### src/rtl/err_agg_pkg.sv
// Shared constants and types for the bus error aggregator.
// Assumes a fixed 12-bit one-hot error-type space per bus.
package err_agg_pkg;
    localparam int TYPE_W      = 12;
    localparam int NUM_BUS_DEF = 4;

    typedef logic [TYPE_W-1:0] etype_t;

    // Severity class is fixed in hardware per type bit.
    localparam etype_t LP_CLASS = 12'h180;
    // Types defined on the processor side and on the memory side.
    localparam etype_t CORE_DEF = 12'hFFF;
    localparam etype_t MEM_DEF  = 12'h060;
    localparam etype_t HP_CLASS = CORE_DEF & ~LP_CLASS;

    typedef struct packed {
        logic hp;
        logic lp;
    } cls_t;
endpackage

### src/rtl/err_src_mask.sv
// Merges one bus's processor-side and memory-side error vectors into a set
// vector, with reserved positions forced to zero. Purely combinational.
module err_src_mask
    import err_agg_pkg::*;
(
    input  etype_t core_i,
    input  etype_t mem_i,
    output etype_t set_o
);
    // Keep only defined types from each side, then merge them.
    always_comb begin
        set_o = (core_i & CORE_DEF) | (mem_i & MEM_DEF);
    end
endmodule

### src/rtl/err_flag_reg.sv
// Sticky write-1-to-clear flag register for one bus. A set has priority
// over a clear of the same bit. The next-state value is exported so that
// downstream registers can follow the flags with no added latency.
module err_flag_reg
    import err_agg_pkg::*;
(
    input  logic   clk,
    input  logic   rst_n,
    input  etype_t set_i,
    input  etype_t clr_i,
    output etype_t flags_d_o,
    output etype_t flags_q_o
);
    etype_t flags_q;

    // Next state: clear the requested bits, then apply sets (sets win).
    always_comb begin
        flags_d_o = (flags_q & ~clr_i) | set_i;
    end

    // State register with synchronous active-low reset.
    always_ff @(posedge clk) begin
        if (!rst_n) flags_q <= '0;
        else        flags_q <= flags_d_o;
    end

    assign flags_q_o = flags_q;
endmodule

### src/rtl/err_class_split.sv
// Reduces one bus's flags into a high-priority and a low-priority bit
// using the fixed class masks. Purely combinational.
module err_class_split
    import err_agg_pkg::*;
(
    input  etype_t flags_i,
    output cls_t   cls_o
);
    // OR-reduce each severity class separately.
    always_comb begin
        cls_o.hp = |(flags_i & HP_CLASS);
        cls_o.lp = |(flags_i & LP_CLASS);
    end
endmodule

### src/rtl/bus_err_aggregator.sv
// Top level: per-bus sticky error flags, a clear and read port, and two
// registered aggregate outputs split by severity class. Assumes clear and
// read selects are synchronous to clk; reset is synchronous, active low.
module bus_err_aggregator
    import err_agg_pkg::*;
#(
    parameter int NUM_BUS = NUM_BUS_DEF,
    localparam int SEL_W  = (NUM_BUS > 1) ? $clog2(NUM_BUS) : 1,
    localparam int FLAT_W = NUM_BUS * TYPE_W
)(
    input  logic              clk,
    input  logic              rst_n,
    input  logic [FLAT_W-1:0] core_err_i,
    input  logic [FLAT_W-1:0] mem_err_i,
    input  logic              clr_en_i,
    input  logic [SEL_W-1:0]  clr_sel_i,
    input  logic [TYPE_W-1:0] clr_mask_i,
    input  logic [SEL_W-1:0]  rd_sel_i,
    output logic [TYPE_W-1:0] rd_flags_o,
    output logic              hp_err_o,
    output logic              lp_err_o
);
    etype_t              flag_q_arr [NUM_BUS];
    logic [FLAT_W-1:0]   flag_q_all;
    logic [NUM_BUS-1:0]  hp_vec;
    logic [NUM_BUS-1:0]  lp_vec;
    logic                hp_q;
    logic                lp_q;

    for (genvar b = 0; b < NUM_BUS; b++) begin : g_bus
        etype_t set_v;
        etype_t clr_v;
        etype_t flags_d;
        cls_t   cls;

        err_src_mask u_mask (
            .core_i (core_err_i[b*TYPE_W +: TYPE_W]),
            .mem_i  (mem_err_i[b*TYPE_W +: TYPE_W]),
            .set_o  (set_v)
        );

        // Route the clear mask only to the selected bus.
        always_comb begin
            clr_v = (clr_en_i && (clr_sel_i == SEL_W'(b))) ? clr_mask_i : '0;
        end

        err_flag_reg u_flags (
            .clk       (clk),
            .rst_n     (rst_n),
            .set_i     (set_v),
            .clr_i     (clr_v),
            .flags_d_o (flags_d),
            .flags_q_o (flag_q_arr[b])
        );

        err_class_split u_split (
            .flags_i (flags_d),
            .cls_o   (cls)
        );

        assign hp_vec[b] = cls.hp;
        assign lp_vec[b] = cls.lp;
        assign flag_q_all[b*TYPE_W +: TYPE_W] = flag_q_arr[b];
    end

    // Aggregate outputs register the next-state class levels across buses.
    always_ff @(posedge clk) begin
        if (!rst_n) begin
            hp_q <= 1'b0;
            lp_q <= 1'b0;
        end else begin
            hp_q <= |hp_vec;
            lp_q <= |lp_vec;
        end
    end

    // Read port: select one bus's current flags.
    always_comb begin
        rd_flags_o = '0;
        for (int b = 0; b < NUM_BUS; b++) begin
            if (rd_sel_i == SEL_W'(b)) rd_flags_o = flag_q_arr[b];
        end
    end

    assign hp_err_o = hp_q;
    assign lp_err_o = lp_q;
endmodule

### config.mk
export PLATFORM = sky130hd
export DESIGN_NAME = bus_err_aggregator
export DESIGN_NICKNAME = d
export VERILOG_FILES = /design/src/rtl/err_agg_pkg.sv /design/src/rtl/err_src_mask.sv /design/src/rtl/err_flag_reg.sv /design/src/rtl/err_class_split.sv /design/src/rtl/bus_err_aggregator.sv
export SDC_FILE = /design/constraint.sdc
export NUM_CORES = 1
export LEC_CHECK = 0
export CAP_MARGIN = 40
export CORE_MARGIN = 3
export CORE_UTILIZATION = 25
export DETAILED_ROUTE_END_ITERATION = 12
export GPL_ROUTABILITY_DRIVEN = 1
export PLACE_DENSITY = 0.54
export SLEW_MARGIN = 30
export SYNTH_ARGS = -nofsm -noshare
export SYNTH_HDL_FRONTEND = slang
export SYNTH_HIERARCHICAL = 1
export SYNTH_SLANG_ARGS = --single-unit
export TNS_END_PERCENT = 5
### constraint.sdc
create_clock -name clk -period 2.3 [get_ports clk]
set_input_delay 0.575 -clock clk [delete_from_list [all_inputs] [get_ports clk]]
set_output_delay 0.575 -clock clk [all_outputs]
set_load 0.03 [all_outputs]
==> results.md <==
* Worst-margin pin slew at 0.4325 ns
* Internal power at around 1.8 mW
* Final WS setup at between 0.04 and 0.05 ns
* VDD IR-drop max at 0.2785 mV
* DRT Pass-1 Iters at 4
* CTS Buf Count at 5
* Worst clock skew at 0.004065 ns
* Largest family of logic cells by synthesized area: simple AND/OR/NAND/NOR gates
* Switching share of power at a little over a quarter
* Met3 Use GR at 2.424%
* Non-filler cells, final at 605
* Final net count at around 550
* Largest cells by area after synthesis: dfxtp_1, o21a_1, or2_1, buf_4, nor2b_1
* Total wire length at a little over 10000 um
* Top cell type's share of synthesized area at a little under a third
* Vias in the first global route at 2932
* CTS H-Tree Depth at 2
* Max cap viols at 0
* CTS tree: yes
* Final worst path period share at 98.24%
* Leakage Power at 1.935 nW
* I/O pin count at 129
* HP Start: g_bus[1].u_flags/flags_q_o[11]
* Register area share after synthesis at 30.23%
* XOR/XNOR Fraction of Synth Area at 0%
* Clk_lat worst skew at 0.29 ns
* Initial DRC Count at roughly 190
* Area Growth Syn to Fin at 44.07%
* Clock share of power at 32.2%
* Gp weighted congestion at roughly 0.87
* Yosys Warn Count at 6
* Final Max Tran Viols at 0
* Max Clock Freq at approximately 440 MHz
* Die area at 0.01466 mm2
* Most frequent cells in the layout: clkdlybuf4s50_1, or2_1, dfxtp_1
* Async set-reset flop share out of synthesis at 0%
* Setup CP Type: primary input to flop
* CP Max Fanout at 8
* Placed instance area at between 0.004 and 0.005 mm2
* Reg2reg end: g_bus[0].u_flags/flags_q_o[10]
* Simple-Gate Fraction of Synth Area at 37.04%
* Reg2reg setup slack at 0.61 ns
* IO buf count at 88
* Ys flop type: dfxtp_1
* CP max-delay cell: bufbuf_16
* N_diodes at 0
* Outcome: finished clean
* Post-synth EDFFs at 0
* Critical Path Start: clr_sel_i[1]
* Worst slew margin at 71.16%
* Min Tclk post-route at about 2.3 ns
* NetSw at 0.6596 mW
* Busiest grt layer: met2
* M2 GR Usage at 22.58%
* Yosys top cell by area: dfxtp_1
* Most common cell after layout, fill and taps aside: clkdlybuf4s50_1
* Rows at 41
* WL/cell at between 15 and 20 um
* Setup crit end kind: flop
* # setup viols final at 0
* Crit path to: g_bus[0].u_flags/flags_q_o[10]
* Final Util at 37.34%
* Vias after detailed routing at 2774
* Clk root buf: clkbuf_16
* Pwr Density at 507.7 mW/mm2
* Hpwl dp at 7431 um
* #FFs+latches synth at 50
* Critical Path RT at 2.49 ns
* Worst path arrival time at approximately 2.5 ns
* Cells after Synth at 345
* Compound-Gate Fraction of Synth Area at 11.56%
* Reg2reg start: g_bus[0].u_flags/flags_q_o[10]
* Antenna violation net count after detailed routing at 0
* Core area at 0.01277 mm2
* Via density at 4.585
* RSZ-0062 raised after global routing: yes
* Setup TNS at 0 ns
* Initial Util at 25.92%
* Met1 Usage GRT at 19.31%
* Die Height at 121.1 um
* Largest net degree at the start of global routing at 20
* Share of layout cells above drive strength 1 at 24.25%
* Post-Syn Nets at 460
* Cell mode on critical path: buf_4
* Syn_area_per_cell at 9.596 um2
* Flop pwr share at 39.9%
* GRT Util Overall at roughly 14%
* CP Launch Type: primary input
* GRT Residual Overflow at 0
* Adder-cell share of the synthesized area at 0%
* CP peak stage delay at approximately 0.27 ns
* Placed Cells at 584
* CP Cell Sequence: buf_2 > bufbuf_16 > nor4bb_2 > nor2b_1 > buf_4 > buf_4 > buf_4 > buf_4 > buf_4 > buf_4 > buf_4 > buf_4 > o21a_1
* Synthesized cell area at 0.003311 mm2
* Initial antenna violation count at 0
* Final non-filler cell area at 0.004770 mm2
* Longest Clk Path Bufs at 2
* R2R cell count at 10
* Post-synthesis mux area share at 8.390%
* Clock sinks at 50
* DRC at 0
* Combinational group share of total power at 27.9%
* Synth cell types at 19
* Final hold viol count at 0
* First-pass GRT wire length at between 15000 and 20000 um
* Die X at 121.1 um
* Pre-CTS setup slack at -0.7136 ns
* Worst-path clk slew at 0.07 ns
* Worst Hold Class: flop to flop
critical path, delay by kind of cell:
kind	cells	cell delay (ns)
and+or+nand+nor	2	0.35
buffers and inverters	10	1.38
AOI/OAI and AO/OA	1	0.15
cell families (layout without fill, tap and decap cells):
| group | count (synthesis) | count (layout) |
|---|---|---|
| AND/OR/NAND/NOR | 172 | 172 |
| buffers and inverters | 61 | 149 |
| AO/OA/AOI/OAI | 50 | 50 |
| flip-flops | 50 | 50 |
| multiplexers | 12 | 12 |
metrics by stage:
| stage | hold WS (ns) | power [mW] |
|---|---|---|
| after floorplan | 0.5628 | 1.330 |
| after global placement | 0.5925 | 1.593 |
| after detailed placement | 0.6010 | 1.600 |
| after CTS | 0.6237 | 2.436 |
| after global routing | 0.6549 | 2.525 |
| final | 0.6169 | 2.421 |
timing repair:
action,in CTS,in global routing
setup buffers,9,0
cloned,4,0
hold buffers,0,0
endpoints found under the setup margin,14,2
pin swaps,13,3
gates resized for setup,61,4
synth_stat cells (4+ instances only):
| library cell | instances |
|---|---|
| or2_1 | 56 |
| dfxtp_1 | 50 |
| nor2b_1 | 48 |
| o21a_1 | 48 |
| buf_4 | 40 |
| and4b_1 | 24 |
| and4_1 | 12 |
| nor4bb_1 | 12 |
| clkbuf_1 | 11 |
| mux4_2 | 10 |
| nor4_1 | 8 |
| buf_6 | 5 |
| buf_2 | 4 |
| nand3_1 | 4 |
| nor2_1 | 4 |
| or2_2 | 4 |
final cells by class:
cell class	instances	area, um2
Clock buffer	6	138.9
Timing Repair Buffer	141	1435
Sequential cell	50	1001
Fill cell	1251	8004
Tap cell	172	215.2
Multi-Input combinational cell	234	1967
Clock inverter	2	12.51
sequential cells by signal, summed over array words and instances (netlist names):
name and count:
hp_err_o 1, g_bus.u_flags/flags_q_o 48, lp_err_o 1
routing by layer:
metal,vias to the layer above,share of wire (%)
met4,0,2.0
met1,1302,48
met2,87,45
li1,1369,-
met5,-,0
met3,16,5.3
power groups by stage:
stage / Sequential [mW] / Combinational [mW] / Clock, mW
after floorplan: 0.968 / 0.362 / 0
final: 0.966 / 0.676 / 0.780
after global placement: 0.984 / 0.609 / 0
after detailed placement: 0.982 / 0.618 / 0
after CTS: 0.964 / 0.677 / 0.795
after global routing: 0.972 / 0.728 / 0.825
how the worst min path moves through the flow:
| stage | endpoint | depth (start not counted) |
|---|---|---|
| 3_3_place_gp | g_bus[3].u_flags/flags_q_o[9] | 2 |
| 2_1_floorplan | g_bus[1].u_flags/flags_q_o[0] | 2 |
| 3_5_place_dp | g_bus[1].u_flags/flags_q_o[11] | 2 |
| 4_1_cts | g_bus[1].u_flags/flags_q_o[11] | 2 |
| 6_report | g_bus[1].u_flags/flags_q_o[11] | 2 |
| 5_1_grt | g_bus[3].u_flags/flags_q_o[6] | 2 |
Note: power is estimated with default switching activity, not from simulation.
